`src/rtl/hdlc_tst_pkg.sv`:
```
package hdlc_tst_pkg;
  localparam int unsigned BIT_SRST = 0;
  localparam int unsigned BIT_RT   = 1;
  localparam int unsigned BIT_TR   = 2;
  localparam int unsigned BIT_SWAP = 3;
  localparam int unsigned MODE_LSB = 1;
  localparam int unsigned USED_W   = 4;

  typedef struct packed {
    logic swap;
    logic tr_loop;
    logic rt_loop;
  } mode_t;
endpackage

```
`src/rtl/hdlc_tst_rst_sync.sv`:
```
module hdlc_tst_rst_sync #(
  parameter int unsigned STAGES = 2
) (
  input  logic clk,
  input  logic rst_n,
  output logic rst_q_n
);
  logic [STAGES-1:0] chain_q;

  generate
    for (genvar g = 0; g < STAGES; g++) begin : g_stage
      if (g == 0) begin : g_first
        always_ff @(posedge clk or negedge rst_n) begin
          if (!rst_n) chain_q[g] <= 1'b0;
          else        chain_q[g] <= 1'b1;
        end
      end else begin : g_next
        always_ff @(posedge clk or negedge rst_n) begin
          if (!rst_n) chain_q[g] <= 1'b0;
          else        chain_q[g] <= chain_q[g-1];
        end
      end
    end
  endgenerate

  assign rst_q_n = chain_q[STAGES-1];
endmodule

```
`src/rtl/hdlc_tst_ctrl.sv`:
```
module hdlc_tst_ctrl
  import hdlc_tst_pkg::*;
#(
  parameter int unsigned CTRL_W      = 8,
  parameter int unsigned ZERO_WRITES = 2
) (
  input  logic              clk,
  input  logic              rst_n,
  input  logic              wr_i,
  input  logic [CTRL_W-1:0] wdata_i,
  output logic [CTRL_W-1:0] rdata_o,
  output logic              srst_o,
  output mode_t             mode_o
);
  localparam int unsigned ZC_W  = $clog2(ZERO_WRITES + 1);
  localparam int unsigned RSV_W = CTRL_W - USED_W;
  localparam logic [ZC_W-1:0] ZC_LAST = ZC_W'(ZERO_WRITES - 1);

  logic            srst_q, srst_d;
  logic [ZC_W-1:0] zcnt_q, zcnt_d;
  mode_t           mode_q, mode_d;
  logic            accept;
  logic            upd_en;
  logic            rsv_hit;

  assign rsv_hit = |wdata_i[CTRL_W-1:USED_W];
  assign accept  = wr_i && !rsv_hit;
  assign upd_en  = accept;

  always_comb begin
    srst_d = srst_q;
    zcnt_d = zcnt_q;
    mode_d = mode_q;
    if (wdata_i[BIT_SRST]) begin
      srst_d = 1'b1;
      zcnt_d = '0;
      mode_d = '0;
    end else if (srst_q) begin
      if (zcnt_q == ZC_LAST) begin
        srst_d = 1'b0;
        zcnt_d = '0;
      end else begin
        zcnt_d = zcnt_q + 1'b1;
      end
    end else begin
      mode_d.rt_loop = wdata_i[BIT_RT];
      mode_d.tr_loop = wdata_i[BIT_TR];
      mode_d.swap    = wdata_i[BIT_SWAP];
    end
  end

  always_ff @(posedge clk or negedge rst_n) begin
    if (!rst_n) begin
      srst_q <= 1'b0;
      zcnt_q <= '0;
      mode_q <= '0;
    end else if (upd_en) begin
      srst_q <= srst_d;
      zcnt_q <= zcnt_d;
      mode_q <= mode_d;
    end
  end

  assign srst_o  = srst_q;
  assign mode_o  = mode_q;
  assign rdata_o = {{RSV_W{1'b0}}, mode_q.swap, mode_q.tr_loop, mode_q.rt_loop, srst_q};
endmodule

```
`src/rtl/hdlc_tst_steer.sv`:
```
module hdlc_tst_steer
  import hdlc_tst_pkg::*;
#(
  parameter int unsigned DATA_W = 8,
  parameter int unsigned TAG_W  = 2
) (
  input  logic              srst_i,
  input  mode_t             mode_i,
  input  logic              rcv_valid_i,
  input  logic [DATA_W-1:0] rcv_data_i,
  input  logic [TAG_W-1:0]  rcv_tag_i,
  input  logic              host_txw_i,
  input  logic [DATA_W-1:0] host_wdata_i,
  input  logic [TAG_W-1:0]  host_wtag_i,
  input  logic              host_rxr_i,
  output logic [DATA_W-1:0] host_rdata_o,
  output logic [TAG_W-1:0]  host_rtag_o,
  input  logic              xmt_rd_i,
  input  logic              rxf_full_i,
  output logic              rxf_wr_o,
  output logic [DATA_W-1:0] rxf_wdata_o,
  output logic [TAG_W-1:0]  rxf_wtag_o,
  output logic              rxf_rd_o,
  input  logic [DATA_W-1:0] rxf_rdata_i,
  input  logic [TAG_W-1:0]  rxf_rtag_i,
  input  logic              txf_full_i,
  output logic              txf_wr_o,
  output logic [DATA_W-1:0] txf_wdata_o,
  output logic [TAG_W-1:0]  txf_wtag_o,
  output logic              txf_rd_o,
  input  logic [DATA_W-1:0] txf_rdata_i,
  input  logic [TAG_W-1:0]  txf_rtag_i
);
  logic live;
  logic rx_req, tx_req;

  assign live = !srst_i;

  always_comb begin
    // RX FIFO write side: host in swap mode, receiver otherwise
    if (mode_i.swap) begin
      rx_req      = host_txw_i;
      rxf_wdata_o = host_wdata_i;
      rxf_wtag_o  = host_wtag_i;
    end else begin
      rx_req      = rcv_valid_i;
      rxf_wdata_o = rcv_data_i;
      rxf_wtag_o  = rcv_tag_i;
    end

    // TX FIFO write side: receiver copy in loopback, host otherwise
    if (mode_i.rt_loop) begin
      tx_req      = rcv_valid_i;
      txf_wdata_o = rcv_data_i;
      txf_wtag_o  = rcv_tag_i;
    end else begin
      tx_req      = host_txw_i;
      txf_wdata_o = host_wdata_i;
      txf_wtag_o  = host_wtag_i;
    end

    rxf_wr_o = live && rx_req && !rxf_full_i;
    txf_wr_o = live && tx_req && !txf_full_i && !mode_i.swap;

    // Read side
    if (mode_i.swap) begin
      rxf_rd_o     = 1'b0;
      txf_rd_o     = live && host_rxr_i;
      host_rdata_o = txf_rdata_i;
      host_rtag_o  = txf_rtag_i;
    end else begin
      rxf_rd_o     = live && host_rxr_i;
      txf_rd_o     = live && xmt_rd_i;
      host_rdata_o = rxf_rdata_i;
      host_rtag_o  = rxf_rtag_i;
    end
  end
endmodule

```
`src/rtl/hdlc_tst_ser_sel.sv`:
```
module hdlc_tst_ser_sel (
  input  logic tr_loop_i,
  input  logic rx_en_i,
  input  logic tx_en_i,
  input  logic line_rx_i,
  input  logic tx_ser_i,
  output logic rx_ser_o
);
  logic loop_act;

  assign loop_act = tr_loop_i && rx_en_i && tx_en_i;
  assign rx_ser_o = loop_act ? tx_ser_i : line_rx_i;
endmodule

```
`src/rtl/hdlc_tst_router.sv`:
```
module hdlc_tst_router
  import hdlc_tst_pkg::*;
#(
  parameter int unsigned DATA_W      = 8,
  parameter int unsigned TAG_W       = 2,
  parameter int unsigned CTRL_W      = 8,
  parameter int unsigned ZERO_WRITES = 2,
  parameter int unsigned SYNC_STAGES = 2
) (
  input  logic              clk,
  input  logic              rst_n,
  input  logic              ctrl_wr_i,
  input  logic [CTRL_W-1:0] ctrl_wdata_i,
  output logic [CTRL_W-1:0] ctrl_rdata_o,
  output logic              soft_rst_o,
  input  logic              rx_en_i,
  input  logic              tx_en_i,
  input  logic              rcv_valid_i,
  input  logic [DATA_W-1:0] rcv_data_i,
  input  logic [TAG_W-1:0]  rcv_tag_i,
  input  logic              host_txw_i,
  input  logic [DATA_W-1:0] host_wdata_i,
  input  logic [TAG_W-1:0]  host_wtag_i,
  input  logic              host_rxr_i,
  output logic [DATA_W-1:0] host_rdata_o,
  output logic [TAG_W-1:0]  host_rtag_o,
  input  logic              xmt_rd_i,
  input  logic              rxf_full_i,
  output logic              rxf_wr_o,
  output logic [DATA_W-1:0] rxf_wdata_o,
  output logic [TAG_W-1:0]  rxf_wtag_o,
  output logic              rxf_rd_o,
  input  logic [DATA_W-1:0] rxf_rdata_i,
  input  logic [TAG_W-1:0]  rxf_rtag_i,
  input  logic              txf_full_i,
  output logic              txf_wr_o,
  output logic [DATA_W-1:0] txf_wdata_o,
  output logic [TAG_W-1:0]  txf_wtag_o,
  output logic              txf_rd_o,
  input  logic [DATA_W-1:0] txf_rdata_i,
  input  logic [TAG_W-1:0]  txf_rtag_i,
  input  logic              line_rx_i,
  input  logic              tx_ser_i,
  output logic              rx_ser_o
);
  logic  rst_sync_n;
  logic  srst;
  mode_t mode;

  hdlc_tst_rst_sync #(.STAGES(SYNC_STAGES)) i_rst_sync (
    .clk     (clk),
    .rst_n   (rst_n),
    .rst_q_n (rst_sync_n)
  );

  hdlc_tst_ctrl #(.CTRL_W(CTRL_W), .ZERO_WRITES(ZERO_WRITES)) i_ctrl (
    .clk     (clk),
    .rst_n   (rst_sync_n),
    .wr_i    (ctrl_wr_i),
    .wdata_i (ctrl_wdata_i),
    .rdata_o (ctrl_rdata_o),
    .srst_o  (srst),
    .mode_o  (mode)
  );

  hdlc_tst_steer #(.DATA_W(DATA_W), .TAG_W(TAG_W)) i_steer (
    .srst_i       (srst),
    .mode_i       (mode),
    .rcv_valid_i  (rcv_valid_i),
    .rcv_data_i   (rcv_data_i),
    .rcv_tag_i    (rcv_tag_i),
    .host_txw_i   (host_txw_i),
    .host_wdata_i (host_wdata_i),
    .host_wtag_i  (host_wtag_i),
    .host_rxr_i   (host_rxr_i),
    .host_rdata_o (host_rdata_o),
    .host_rtag_o  (host_rtag_o),
    .xmt_rd_i     (xmt_rd_i),
    .rxf_full_i   (rxf_full_i),
    .rxf_wr_o     (rxf_wr_o),
    .rxf_wdata_o  (rxf_wdata_o),
    .rxf_wtag_o   (rxf_wtag_o),
    .rxf_rd_o     (rxf_rd_o),
    .rxf_rdata_i  (rxf_rdata_i),
    .rxf_rtag_i   (rxf_rtag_i),
    .txf_full_i   (txf_full_i),
    .txf_wr_o     (txf_wr_o),
    .txf_wdata_o  (txf_wdata_o),
    .txf_wtag_o   (txf_wtag_o),
    .txf_rd_o     (txf_rd_o),
    .txf_rdata_i  (txf_rdata_i),
    .txf_rtag_i   (txf_rtag_i)
  );

  hdlc_tst_ser_sel i_ser_sel (
    .tr_loop_i (mode.tr_loop),
    .rx_en_i   (rx_en_i),
    .tx_en_i   (tx_en_i),
    .line_rx_i (line_rx_i),
    .tx_ser_i  (tx_ser_i),
    .rx_ser_o  (rx_ser_o)
  );

  assign soft_rst_o = srst;
endmodule

```
`config.mk`:
```
export PLATFORM = sky130hd
export DESIGN_NAME = hdlc_tst_router
export DESIGN_NICKNAME = d
export VERILOG_FILES = /design/src/rtl/hdlc_tst_pkg.sv /design/src/rtl/hdlc_tst_rst_sync.sv /design/src/rtl/hdlc_tst_ctrl.sv /design/src/rtl/hdlc_tst_steer.sv /design/src/rtl/hdlc_tst_ser_sel.sv /design/src/rtl/hdlc_tst_router.sv
export SDC_FILE = /design/constraint.sdc
export NUM_CORES = 1
export LEC_CHECK = 0
export ABC_AREA = 1
export CAP_MARGIN = 5
export CORE_MARGIN = 2
export CORE_UTILIZATION = 23
export CTS_CLUSTER_SIZE = 25
export DETAILED_ROUTE_END_ITERATION = 12
export GPL_ROUTABILITY_DRIVEN = 0
export PLACE_DENSITY = 0.79
export SETUP_SLACK_MARGIN = 0.5
export SLEW_MARGIN = 20
export SYNTH_ARGS = -nofsm -noshare
export SYNTH_HDL_FRONTEND = slang
export SYNTH_SLANG_ARGS = --single-unit
```
`constraint.sdc`:
```
create_clock -name clk -period 1.1 [get_ports clk]
set_clock_uncertainty 0.1 [all_clocks]
set_input_delay 0.275 -clock clk [delete_from_list [all_inputs] [get_ports clk]]
set_output_delay 0.275 -clock clk [all_outputs]
set_load 0.02 [all_outputs]
```
==> reports/metrics.cfg <==
[run_status]
outcome = finished, violations left
violations = negative hold slack, negative setup slack

[pwr]
power_frac_clock = 0.129
swShare = 0.422
power_density_nw_per_um2 = 1120
combinationalPowerShare = 0.739
seqPwrFrac = 0.132
power_mw = 2.94
ir_worst_vdd_mv = 0.740
p_switching_mw = 1.24
intPower_mw = 1.70
power_leakage_nw = 1.25

[route]
dr_wl_met2_um = 2400
drc_errors = 0
wl_met1_um = 1600
dr.pass1.iters = 4
avgRoutedWirePerCell_um = 13.6
ant_nets = 0
wl_met3_um = 352
vias_per_cell = 4.56
num_vias = 1473
routed_wl_um = 4400
detail_route.iter0.violations = 44
highest_layer = met4

[global_route]
grt_overflow_total = 0
grt_max_degree = 17
track_usage = 0.191
grt_pass1_vias = 1392
grt_first_pass_wirelength_um = 6400
antenna_found_initial = 0

[floorplan]
die_h_um = 64.7
die_x_um = 64.7
ioPinCount = 105
rows = 22
dieArea_sq_um = 4190
initial_utilization = 0.235
fp.coreArea_sq_um = 3610

[min_path]
hold_class = flop to asynchronous set/reset pin

[synth]
yosysTopAreaCell = nand2_1
synthDistinctLibCells = 15
ys.flop_type = dfrtp_1
yosys_warnings = 0
synth_top_area_share = 0.296
yosysMostFrequentCell = nand2_1
netlist_area_sq_um = 848
synthArstFlopShare = 1.00
synth.area.top_cells = nand2_1, dfrtp_1, o21ai_0, inv_1, buf_4
yosys_register_bits = 8
synth_cells = 155
ys_top_cells_by_count = nand2_1, o21ai_0, inv_1
ys_seq_area_frac = 0.236
synth_edf_count = 0
syn_area_per_cell_sq_um = 5.47

[sta]
min_period_over_period = 1.52
rsz0062_at_grt = yes
fin_tns_setup_ns = -18.46
finalMaxSlewViolations = 0
setup_slack_ns = -0.572
fmax_ghz = 0.598
hold_slack_ns = -0.0138
finalSetupViolCount = 46
fin_crit_ns = 1.67
finalHoldViolations = 6

[clock_network]
cts_root_buf = clkbuf_8
htreeDepth = 1
worst_skew_pair.late_latency_ns = 0.23
cts_buffer_depth = 2
cts_buffers = 3
cts_tree = built
clk_pin_slew_ns = 0.05
cts.sinks = 8

[critical_path]
ff2ff_path_depth = 6
rrSetupSlack_ns = -0.13
critical_path.max_fanout = 8
crit_arrival_ns = 1.30
startpoint = i_ctrl.mode_o[2]
r2r_start = i_ctrl.srst_o
critPathLaunchType = flop
endpoint = rxf_wdata_o[5]
r2r-end = i_ctrl.mode_o[1]
path_class = flop to output pin
crit_required_ns = 0.72
worst_setup_path_end_kind = output pin

[cells_and_area]
syn_to_final_growth_pct = 210
final_nets = 337
drive_gt1_frac = 0.527
n_antenna_cell = 0
final_core_util = 0.729

[flow_run]
maxCapViolations = 0

[placement]
io_buffers = 100
hpwlAfterDp_um = 2800

==> placed cells by master, fill, tap and decap left out <==
cell type,count
conb_1,5
nand3_2,2
clkbuf_16,1
nand4_1,2
o21ai_1,3
buf_12,3
dlygate4sd2_1,11
dfrtp_1,5
inv_2,5
o21ai_2,9
inv_8,1
clkbuf_1,1
nor2_1,2
a21oi_4,3
buf_16,2
nand2_1,32
nor2_4,5
o21ai_0,2
o31ai_4,1
buf_4,16
nand2_2,19
clkdlybuf4s50_1,49
nor2_2,3
buf_6,38
o21ai_4,9
clkbuf_8,3
inv_1,13
buf_2,2
nor3_4,1
clkdlybuf4s15_2,1
nand3_1,5
buf_8,2
nand2_4,16
dfrtp_2,3
==> metrics by stage <==
step / hold WS [ns] / std cells / cell area, sq um / worst slack, ns
2_1_floorplan: -0.121 / 158 / 1120 / -0.298
5_1_grt: 0.0345 / 323 / 2630 / -0.586
3_5_place_dp: -0.000415 / 305 / 2180 / -1.00
4_1_cts: -0.00593 / 321 / 2460 / -0.512
6_report: -0.0138 / 323 / 2630 / -0.572
3_3_place_gp: -0.00332 / 305 / 2180 / -0.984
==> critical path, cell delays in order (launching register included) <==
cell     delay, ns
dfrtp_2       0.44
inv_8         0.12
buf_12        0.13
nand2_2       0.04
o21ai_1       0.13
buf_4         0.19
==> worst min path at each step <==
stage                        from                    end  slack [ns]
6_report       i_rst_sync.rst_q_n       i_ctrl.zcnt_q[0]       -0.01
3_5_place_dp   i_rst_sync.rst_q_n       i_ctrl.mode_o[1]     -0.0004
3_3_place_gp   i_rst_sync.rst_q_n       i_ctrl.mode_o[1]      -0.003
5_1_grt        i_rst_sync.rst_q_n       i_ctrl.zcnt_q[0]        0.03
4_1_cts        i_rst_sync.rst_q_n       i_ctrl.zcnt_q[1]      -0.006
2_1_floorplan               rst_n  i_rst_sync.chain_q[0]       -0.12
==> power by group through the flow <==
| stage | combinational [mW] | sequential (mW) | clock (mW) |
|---|---|---|---|
| after floorplan | 0.899 | 0.428 | 0 |
| final | 2.18 | 0.388 | 0.378 |
| after detailed placement | 1.68 | 0.389 | 0 |
| after global placement | 1.66 | 0.391 | 0 |
| after global routing | 2.29 | 0.395 | 0.396 |
| after CTS | 1.98 | 0.384 | 0.383 |
==> metal layers <==
metal,vias up,track usage
met2,67,0.384
met1,681,0.201
met5,-,0
li1,720,-
met4,0,0.0319
met3,5,0.0399
==> registers in the layout, indices dropped and copies added, names as in the netlist <==
name                flops
i_rst_sync.chain_q      1
i_ctrl.mode_o           3
i_ctrl.zcnt_q           2
i_rst_sync.rst_q_n      1
i_ctrl.srst_o           1
==> layout make-up <==
class,instances,area [sq um]
repair buffers,125,1330
fillers,263,977
multi-input cells,119,915
flip-flops and latches,8,204
inverters,19,78.8
well taps,48,60.1
clock buffers,4,45.0
==> cells by family (layout without fill, tap and decap cells) <==
logic type,after synthesis,in the layout,share of synthesized area
buffers and inverters,31,148,0.176
DFF,8,8,0.236
AOI/OAI and AO/OA,27,27,0.168
other,2,5,0.00885
and+or+nand+nor,87,87,0.411
==> what timing repair did <==
item | 4_1_cts | 5_1_grt
endpoints found under the setup margin | 46 | 46
resized for setup | 277 | 38
cloned | 2 | 1
pin swaps | 10 | 5
endpoints found under the hold margin | 4 | 0
setup buffers | 10 | 1
No activity file was read; power rests on OpenSTA's default activity.
